`config.mk`:
```
export PLATFORM = sky130hd
export DESIGN_NAME = edid_fetch
export DESIGN_NICKNAME = d
export VERILOG_FILES = /design/src/rtl/edid_pkg.sv /design/src/rtl/edid_blob_ram.sv /design/src/rtl/edid_pin_map.sv /design/src/rtl/edid_bus_seq.sv /design/src/rtl/edid_fetch.sv
export SDC_FILE = /design/constraint.sdc
export NUM_CORES = 1
export LEC_CHECK = 0
export ABC_AREA = 0
export BUFFER_PORTS_ARGS = -buffer_cell sky130_fd_sc_hd__buf_2
export CAP_MARGIN = 10
export CORE_MARGIN = 8
export CORE_UTILIZATION = 56
export DETAILED_ROUTE_END_ITERATION = 8
export PLACE_DENSITY = 0.82
export SLEW_MARGIN = 20
export SYNTH_ARGS = -nofsm -noshare
export SYNTH_HDL_FRONTEND = slang
export SYNTH_SLANG_ARGS = --single-unit
export TNS_END_PERCENT = 30
```
`constraint.sdc`:
```
create_clock -name clk -period 3 [get_ports clk]
set_input_delay 0.45 -clock clk [delete_from_list [all_inputs] [get_ports clk]]
set_output_delay 0.45 -clock clk [all_outputs]
set_load 0.01 [all_outputs]
```
`src/rtl/edid_pkg.sv`:
```
package edid_pkg;

  typedef enum logic [2:0] {
    PH_IDLE,
    PH_START,
    PH_ADDR,
    PH_AACK,
    PH_RECV,
    PH_RACK,
    PH_STOP
  } phase_t;

  localparam logic [7:0] HDR_BYTE0 = 8'h00;
  localparam logic [7:0] HDR_BYTE1 = 8'hFF;

  function automatic logic [7:0] read_cmd(input logic [6:0] dev);
    return {dev, 1'b1};
  endfunction

endpackage

```
`src/rtl/edid_blob_ram.sv`:
```
module edid_blob_ram #(
  parameter int DEPTH = 128,
  parameter int AW    = 7
) (
  input  logic          clk,
  input  logic          we,
  input  logic [AW-1:0] waddr,
  input  logic [7:0]    wdata,
  input  logic [AW-1:0] raddr,
  output logic [7:0]    rdata
);
  logic [7:0] mem [DEPTH];

  always_ff @(posedge clk) begin
    if (we) mem[waddr] <= wdata;
    rdata <= mem[raddr];
  end
endmodule

```
`src/rtl/edid_pin_map.sv`:
```
// Turns the wanted line levels into one port's output word (1 = pull low).
module edid_pin_map #(
  parameter int WORD_W  = 32,
  parameter int SCL_POS = 17,
  parameter int SDA_POS = 16,
  parameter int EN_POS  = -1
) (
  input  logic              scl_lvl,
  input  logic              sda_lvl,
  output logic [WORD_W-1:0] word
);
  logic [WORD_W-1:0] en_mask;

  generate
    if (EN_POS >= 0) begin : g_en
      assign en_mask = WORD_W'(1) << EN_POS;
    end else begin : g_no_en
      assign en_mask = '0;
    end
  endgenerate

  assign word = en_mask
              | (WORD_W'(!scl_lvl) << SCL_POS)
              | (WORD_W'(!sda_lvl) << SDA_POS);
endmodule

```
`src/rtl/edid_bus_seq.sv`:
```
// Step sequencer for one fixed read transaction.
module edid_bus_seq
  import edid_pkg::*;
#(
  parameter int         STEP_CYCLES = 125,
  parameter int         BLOB_BYTES  = 128,
  parameter int         AW          = 7,
  parameter logic [7:0] ADDR_BYTE   = 8'hA1
) (
  input  logic          clk,
  input  logic          rst,
  input  logic          go,
  input  logic          sda_in,
  output logic          scl_lvl,
  output logic          sda_lvl,
  output logic          fin,
  output logic          byte_we,
  output logic [AW-1:0] byte_idx,
  output logic [7:0]    byte_val
);
  localparam int TW = $clog2(STEP_CYCLES + 1);

  phase_t        phase;
  logic [TW-1:0] tmr;
  logic [1:0]    step;
  logic [2:0]    bitn;
  logic [7:0]    shreg;

  wire tick      = (phase != PH_IDLE) && (tmr == TW'(STEP_CYCLES - 1));
  wire last_step = (step == 2'd2);
  wire mid_step  = (step == 2'd1);

  always_ff @(posedge clk) begin
    if (rst) begin
      phase    <= PH_IDLE;
      tmr      <= '0;
      step     <= '0;
      bitn     <= '0;
      shreg    <= '0;
      byte_idx <= '0;
      byte_val <= '0;
      byte_we  <= 1'b0;
      fin      <= 1'b0;
    end else begin
      fin     <= 1'b0;
      byte_we <= 1'b0;
      if (phase == PH_IDLE) begin
        if (go) begin
          phase <= PH_START;
          tmr   <= '0;
          step  <= '0;
        end
      end else if (!tick) begin
        tmr <= tmr + TW'(1);
      end else begin
        tmr <= '0;
        if (phase == PH_RECV && mid_step) shreg <= {shreg[6:0], sda_in};
        if (!last_step) begin
          step <= step + 2'd1;
        end else begin
          step <= 2'd0;
          case (phase)
            PH_START: begin
              phase <= PH_ADDR;
              bitn  <= '0;
            end
            PH_ADDR: begin
              if (bitn == 3'd7) phase <= PH_AACK;
              else              bitn  <= bitn + 3'd1;
            end
            PH_AACK: begin
              phase    <= PH_RECV;
              bitn     <= '0;
              byte_idx <= '0;
            end
            PH_RECV: begin
              if (bitn == 3'd7) begin
                phase    <= PH_RACK;
                byte_we  <= 1'b1;
                byte_val <= shreg;
              end else begin
                bitn <= bitn + 3'd1;
              end
            end
            PH_RACK: begin
              if (byte_idx == AW'(BLOB_BYTES - 1)) begin
                phase <= PH_STOP;
              end else begin
                byte_idx <= byte_idx + AW'(1);
                bitn     <= '0;
                phase    <= PH_RECV;
              end
            end
            PH_STOP: begin
              phase <= PH_IDLE;
              fin   <= 1'b1;
            end
            default: phase <= PH_IDLE;
          endcase
        end
      end
    end
  end

  always_comb begin
    scl_lvl = 1'b1;
    sda_lvl = 1'b1;
    case (phase)
      PH_START: begin
        scl_lvl = (step != 2'd2);
        sda_lvl = (step == 2'd0);
      end
      PH_ADDR: begin
        scl_lvl = mid_step;
        sda_lvl = ADDR_BYTE[3'd7 - bitn];
      end
      PH_AACK, PH_RACK: begin
        scl_lvl = mid_step;
        sda_lvl = 1'b0;
      end
      PH_RECV: begin
        scl_lvl = mid_step;
        sda_lvl = 1'b1;
      end
      PH_STOP: begin
        scl_lvl = (step != 2'd0);
        sda_lvl = (step == 2'd2);
      end
      default: begin
        scl_lvl = 1'b1;
        sda_lvl = 1'b1;
      end
    endcase
  end
endmodule

```
`src/rtl/edid_fetch.sv`:
```
module edid_fetch
  import edid_pkg::*;
#(
  parameter int         WORD_W      = 32,
  parameter int         STEP_CYCLES = 125,
  parameter int         BLOB_BYTES  = 128,
  parameter int         AW          = $clog2(BLOB_BYTES),
  parameter logic [6:0] DEV_ADDR    = 7'h50,
  parameter int         P0_SCL      = 17,
  parameter int         P0_SDA      = 16,
  parameter int         P0_DIN      = 8,
  parameter int         P0_EN       = -1,
  parameter int         P1_SCL      = 18,
  parameter int         P1_SDA      = 17,
  parameter int         P1_DIN      = 9,
  parameter int         P1_EN       = 25
) (
  input  logic              clk,
  input  logic              rst,
  input  logic              start,
  input  logic [WORD_W-1:0] pin_in,
  output logic [WORD_W-1:0] pin_word,
  output logic              pin_port,
  output logic              done,
  output logic              valid,
  output logic              good_port,
  input  logic [AW-1:0]     rd_addr,
  output logic [7:0]        rd_data
);
  logic              go, port, running, hdr0_ok, hdr1_ok;
  logic              scl_lvl, sda_lvl, fin, byte_we;
  logic [AW-1:0]     byte_idx;
  logic [7:0]        byte_val;
  logic [WORD_W-1:0] word0, word1;

  wire sda_in = port ? pin_in[P1_DIN] : pin_in[P0_DIN];
  wire hdr_ok = hdr0_ok && hdr1_ok;

  edid_bus_seq #(
    .STEP_CYCLES(STEP_CYCLES),
    .BLOB_BYTES (BLOB_BYTES),
    .AW         (AW),
    .ADDR_BYTE  (read_cmd(DEV_ADDR))
  ) u_seq (
    .clk     (clk),
    .rst     (rst),
    .go      (go),
    .sda_in  (sda_in),
    .scl_lvl (scl_lvl),
    .sda_lvl (sda_lvl),
    .fin     (fin),
    .byte_we (byte_we),
    .byte_idx(byte_idx),
    .byte_val(byte_val)
  );

  edid_pin_map #(
    .WORD_W(WORD_W), .SCL_POS(P0_SCL), .SDA_POS(P0_SDA), .EN_POS(P0_EN)
  ) u_map0 (
    .scl_lvl(scl_lvl), .sda_lvl(sda_lvl), .word(word0)
  );

  edid_pin_map #(
    .WORD_W(WORD_W), .SCL_POS(P1_SCL), .SDA_POS(P1_SDA), .EN_POS(P1_EN)
  ) u_map1 (
    .scl_lvl(scl_lvl), .sda_lvl(sda_lvl), .word(word1)
  );

  edid_blob_ram #(
    .DEPTH(BLOB_BYTES), .AW(AW)
  ) u_ram (
    .clk  (clk),
    .we   (byte_we),
    .waddr(byte_idx),
    .wdata(byte_val),
    .raddr(rd_addr),
    .rdata(rd_data)
  );

  always_ff @(posedge clk) begin
    if (rst) begin
      go        <= 1'b0;
      port      <= 1'b0;
      running   <= 1'b0;
      hdr0_ok   <= 1'b0;
      hdr1_ok   <= 1'b0;
      valid     <= 1'b0;
      done      <= 1'b0;
      good_port <= 1'b0;
      pin_word  <= '0;
      pin_port  <= 1'b0;
    end else begin
      go       <= 1'b0;
      done     <= 1'b0;
      pin_word <= port ? word1 : word0;
      pin_port <= port;

      if (start && !running) begin
        running <= 1'b1;
        port    <= 1'b0;
        go      <= 1'b1;
        valid   <= 1'b0;
        hdr0_ok <= 1'b0;
        hdr1_ok <= 1'b0;
      end

      if (byte_we && byte_idx == AW'(0)) hdr0_ok <= (byte_val == HDR_BYTE0);
      if (byte_we && byte_idx == AW'(1)) hdr1_ok <= (byte_val == HDR_BYTE1);

      if (fin) begin
        if (hdr_ok || port) begin
          done      <= 1'b1;
          valid     <= hdr_ok;
          good_port <= port;
          running   <= 1'b0;
        end else begin
          port    <= 1'b1;
          go      <= 1'b1;
          hdr0_ok <= 1'b0;
          hdr1_ok <= 1'b0;
        end
      end
    end
  end
endmodule

```
==> After elaboration in Yosys (flattened, before gate mapping) <==
Memory sizes are Yosys's and may differ from the RTL's. A register that Yosys moved wholly into a read port is not among the register bits.
Cells that the tools add are included.
{ "op_classes": {"mux": 50, "n_lt_le_gt_ge": 1, "reduce_logical": 34, "add_sub_neg": 5, "n_eq_ne": 19, "bitwise_logic": 7} }
{ "ops": {"columns": ["cell", "n"], "rows": [
  ["32-bit two-way mux", 1],
  ["7-bit two-way mux", 4],
  ["1-bit two-way mux", 27],
  ["26-bit by 18-bit OR with 26-bit output", 1],
  ["3-bit two-way mux", 8],
  ["18-bit by 17-bit OR with 18-bit output", 1],
  ["3-bit case mux with 5 select lines", 1],
  ["5-bit AND reduction", 3],
  ["7-bit by 1-bit adder with 7-bit output, second input constant", 2],
  ["7-bit equality test, second input constant", 2],
  ["7-bit case mux with 2 select lines", 1],
  ["3-bit equality test, second input constant", 4],
  ["2-bit two-way mux", 5],
  ["3-bit case mux with 3 select lines", 1],
  ["8-bit equality test, second input constant", 1],
  ["8-bit zero test", 1],
  ["2-bit != test, second input constant", 4],
  ["2-bit nonzero test", 4],
  ["2-bit OR reduction", 4],
  ["4-bit OR reduction", 2],
  ["7-bit by 1-bit equality test with 1-bit output, second input constant", 1],
  ["7-bit zero test", 1],
  ["3-bit by 2-bit equality test with 1-bit output, second input constant", 2],
  ["1-bit logical AND", 6],
  ["other kinds (21)", 29]
]} }
{ "word_totals": {"mem_count": 2, "rom_bits": 8, "mem_bits_rw": 1024, "register_bits": 81, "word_cells": 137} }
{ "memory_table": {"columns": ["name", "words", "width", "rd", "rd_clocked_by_memory_dff", "wr", "line", "rtl"], "rows": [
  ["u_ram.mem", 128, 8, 1, 1, 1, "edid_blob_ram.sv:12", "logic [7:0] mem [DEPTH];"],
  ["(name not given)", 8, 1, 1, 0, 0, "edid_bus_seq.sv:115", "sda_lvl = ADDR_BYTE[3'd7 - bitn];"]
]} }

==> Longest topological paths before layout <==
{ "depth": {"ltp_word": 7, "ltp_mapped": 8, "ltp_nobuf": 7} }

==> By module <==
From an unflattened synthesis, not the netlist that was laid out.
{ "unflattened": {"cells_unflattened": 2077, "area_unflattened_um2": 43696.9} }
{ "by_module_without_submodules": {"columns": ["mod", "cells_per_inst", "instances", "area_each_um2", "seq_area_each_um2"], "rows": [
  ["edid_blob_ram", 1635, 1, 39665.5, 30909.6],
  ["edid_bus_seq", 232, 1, 2042.0, 800.8],
  ["edid_fetch", 143, 1, 1512.7, 820.8],
  ["edid_pin_map (u_map1)", 34, 1, 240.2, 0.0],
  ["edid_pin_map (u_map0)", 33, 1, 236.5, 0.0]
]} }

==> Worst setup path before layout <==
No wires, ideal clock.
{ "synth_timing": {"path_kind": "input to register", "startpoint": "input rd_addr[0]", "endpoint": "register u_ram.rdata[0], read port of u_ram.mem", "setup_ns": 0.121, "arrival_time_ns": 2.833, "setup_slack_ns": 0.046, "cell_stages": 6, "cell_sequence": "clkbuf_1 buf_1 mux4_2 mux4_2 mux4_2 mux2_2"} }
{ "synth_rtl": {"columns": ["item", "line", "rtl"], "rows": [
  ["from (decl)", "edid_fetch.sv:27", "input logic [AW-1:0] rd_addr,"],
  ["to (decl)", "edid_blob_ram.sv:10", "output logic [7:0] rdata"]
]} }

==> Worst setup path in the final report <==
{ "layout_timing": {"startpoint": "register u_seq.byte_idx[6]", "endpoint": "register u_seq.byte_idx[6]"} }
{ "layout_via": {"elab_chain_cells": 3} }
{ "layout_lines": {"columns": ["item", "line", "rtl"], "rows": [
  ["from (decl)", "edid_bus_seq.sv:18", "output logic [AW-1:0] byte_idx,"],
  ["from (signal assigned)", "edid_bus_seq.sv:89", "byte_idx <= byte_idx + AW'(1);"],
  ["7-bit by 1-bit adder with 7-bit output / 7-bit equality test (equally long branches)", "edid_bus_seq.sv:89, edid_bus_seq.sv:86", null],
  ["7-bit two-way mux / 2-bit != test (equally long branches)", null, null],
  ["7-bit case mux with 2 select lines / 5-bit AND reduction (equally long branches)", null, null]
]} }
Parallel ways exist; a longest one is shown, timed or not. The select of a mux whose other input is x is not followed.
A chain may end at the register's enable or synchronous reset.

==> results.sh <==
export IMPL_ys_warn_count=0
export IMPL_fin_skew_ps=27.8
export IMPL_synth_flop_cell="edfxtp_1"
export IMPL_critPathRequiredTime_ps=3510
export IMPL_fmax_mhz=386
export IMPL_min_path_cells=2
export IMPL_grt_pass1_wl_um=146000
export IMPL_power_density_nw_per_um2=625
export IMPL_drive_gt1_frac=0.325
export IMPL_final_cell_area_um2=48400
export IMPL_synth_area_um2=42400
export IMPL_ir_drop_uv=489
export IMPL_areaGrowthSynthToFinish_pct=14.3
export IMPL_final_nets=2234
export IMPL_htree_num_levels=3
export IMPL_hp_start="start"
export IMPL_die_w_um=291
export IMPL_wl_per_cell_um=30.6
export IMPL_clk_latency_ps=670
export IMPL_ys_types=50
export IMPL_numPortBuffers=27
export IMPL_drc=0
export IMPL_r2r_end="u_seq.byte_idx[6]"
export IMPL_synth_common_cells="edfxtp_1 (1024), mux4_2 (336), nor2_1 (176)"
export IMPL_rows=101
export IMPL_gp_congestion=0.843
export IMPL_io_pins=86
export IMPL_root_buffer="clkbuf_16"
export IMPL_setup_worst_path_start_class="flip-flop"
export IMPL_grt_pass1_vias=22000
export IMPL_hold_viol=0
export IMPL_grt_max_degree=125
export IMPL_numCtsBuffers=104
export IMPL_clock_sinks=1085
export IMPL_cts_resized=0
export IMPL_maxSlewHeadroom=0.393
export IMPL_r2r_start="u_seq.byte_idx[6]"
export IMPL_hold_slack_ps=50.7
export IMPL_synth_edff_count=1024
export IMPL_rrSetupSlack_ps=410
export IMPL_drt_iter0_drc=2697
export IMPL_max_clock_path_buffers=3
export IMPL_drv_slew=0
export IMPL_syn_inst=1954
export IMPL_crit_fanout=11
export IMPL_r2r_cells=5
export IMPL_post_cts_repair_setup_buffers=0
export IMPL_coreArea_um2=75400
export IMPL_cap_violations=0
export IMPL_dr_pass1_iters=5
export IMPL_avgSynthCellArea_um2=21.7
export IMPL_track_usage=0.233
export IMPL_leakagePower_nw=15.8
export IMPL_synth_top_area_frac=0.726
export IMPL_fin_crit_sh=0.863
export IMPL_synth_seq_area_share=0.755
export IMPL_overflow=0
export IMPL_synth_seq_cells=1085
export IMPL_outcome="finished clean"
export IMPL_postCtsHoldBufs=0
export IMPL_die_area_um2=84700
export IMPL_synth_async_reset_ratio=0
export IMPL_worstSetupPathType="reg2reg"
export IMPL_die_h_um=291
export IMPL_hold_class="in2reg"
export IMPL_tritoncts="done"
export IMPL_routed_wirelength_um=99500
export IMPL_endpoint_kind="flip-flop"
export IMPL_yosysMostFrequentCell="edfxtp_1"
export IMPL_dp_hpwl_um=59500
export IMPL_holdPathEnd="running"
export IMPL_place_area_um2=45100
export IMPL_start_util=0.561
export IMPL_synth_top_cell_by_area="edfxtp_1"
export IMPL_antenna_left=0
export IMPL_viasPerCell=6.57
export IMPL_setup_violations_final=0
export IMPL_min_period_ps=2590
export IMPL_rsz0062_at_grt="false"
export IMPL_antenna_found_initial=3
export IMPL_clk_pin_slew_worst_paths_ps=60
export IMPL_ys_top_cells_by_area="edfxtp_1 (73%), mux4_2 (18%), dfxtp_1 (2.9%), nor2_1 (1.6%), buf_4 (0.76%)"
export IMPL_crit_arrival_ps=3100
export IMPL_worst_pin_slew_ps=904
export IMPL_vias=21300
[worst max-delay path by stage]
| stage | startpoint | end | slack (ps) | depth (start not counted) |
|---|---|---|---|---|
| 2_1_floorplan | rd_addr[0] | u_ram.rdata[0] | 50 | 6 |
| 3_3_place_gp | rd_addr[0] | u_ram.rdata[6] | -10 | 7 |
| 3_5_place_dp | rd_addr[0] | u_ram.rdata[3] | -60 | 7 |
| 4_1_cts | u_seq.byte_idx[6] | u_seq.byte_idx[6] | 520 | 5 |
| 5_1_grt | u_seq.phase[2] | u_seq.byte_val[2] | 300 | 6 |
| 6_report | u_seq.byte_idx[6] | u_seq.byte_idx[6] | 410 | 5 |
[state kept, by name, summed over array words and instances (netlist names)]
signal / flops
u_ram.mem: 1024
u_ram.rdata: 8
u_seq.byte_val: 8
u_seq.shreg: 8
u_seq.byte_idx: 7
u_seq.tmr: 7
pin_word: 4
u_seq.bitn: 3
u_seq.phase: 3
u_seq.step: 2
done: 1
go: 1
good_port: 1
hdr0_ok: 1
hdr1_ok: 1
pin_port: 1
port: 1
running: 1
u_seq.byte_we: 1
u_seq.fin: 1
valid: 1
[stage by stage]
stage,setup TNS (ps),util,std cells,setup slack [ps],power [W]
2_1_floorplan,0,-,1981,46.0,0.0175
5_1_grt,0,0.642,3244,298,0.0309
3_3_place_gp,-25.7,0.598,3056,-12.3,0.0179
6_report,0,0.642,3246,412,0.0303
4_1_cts,0,0.642,3243,520,0.0304
3_5_place_dp,-222,0.598,3056,-64.3,0.0179
[cells in the final DEF (no fill, tap or decap), types with 28 or more instances in the layout]
cell type,count
buf_12,34
dfxtp_1,53
clkbuf_16,104
nor2_1,176
buf_4,171
conb_1,28
nand2_1,33
edfxtp_1,1024
mux4_2,336
[area by class of cell]
class	count	area, µm²
Sequential cell	1085	32000
Fill cell	4554	27000
Multi-Input combinational cell	751	9760
Clock buffer	122	2700
Timing Repair Buffer	231	2110
Tap cell	978	1220
Clock inverter	65	561
Inverter	11	41.3
Antenna cell	3	7.51
[kinds of logic after synthesis]
| group | after synthesis | synth area share |
|---|---|---|
| and+or+nand+nor | 290 | 0.0300 |
| other | 1 | 0.0000885 |
| adders and majority gates | 8 | 0.00236 |
| DFF | 1085 | 0.755 |
| AOI/OAI and AO/OA | 55 | 0.00875 |
| muxes | 365 | 0.186 |
| xor gates and xnor gates | 5 | 0.00103 |
| buffers and inverters | 145 | 0.0172 |
[where the power goes]
| group | switching (W) | internal, W |
|---|---|---|
| logic | 0.000606 | 0.000626 |
| registers | 0.0000226 | 0.0163 |
| clock network | 0.00556 | 0.00712 |
[critical path, cell delays in order, from the launching register on]
cell and delay [ps]:
dfxtp_1 500, nand4_1 620, o21ai_0 690, a21oi_1 260, a41oi_1 290, nor2_1 80
[routing by layer]
layer	up-vias	global-route usage	wire, µm
met5	-	0	0
met4	0	0.0881	3850
met3	238	0.0571	9410
met2	1352	0.396	51000
met1	11200	0.293	35200
li1	8538	-	-
Power figures use the tool's default switching activity.
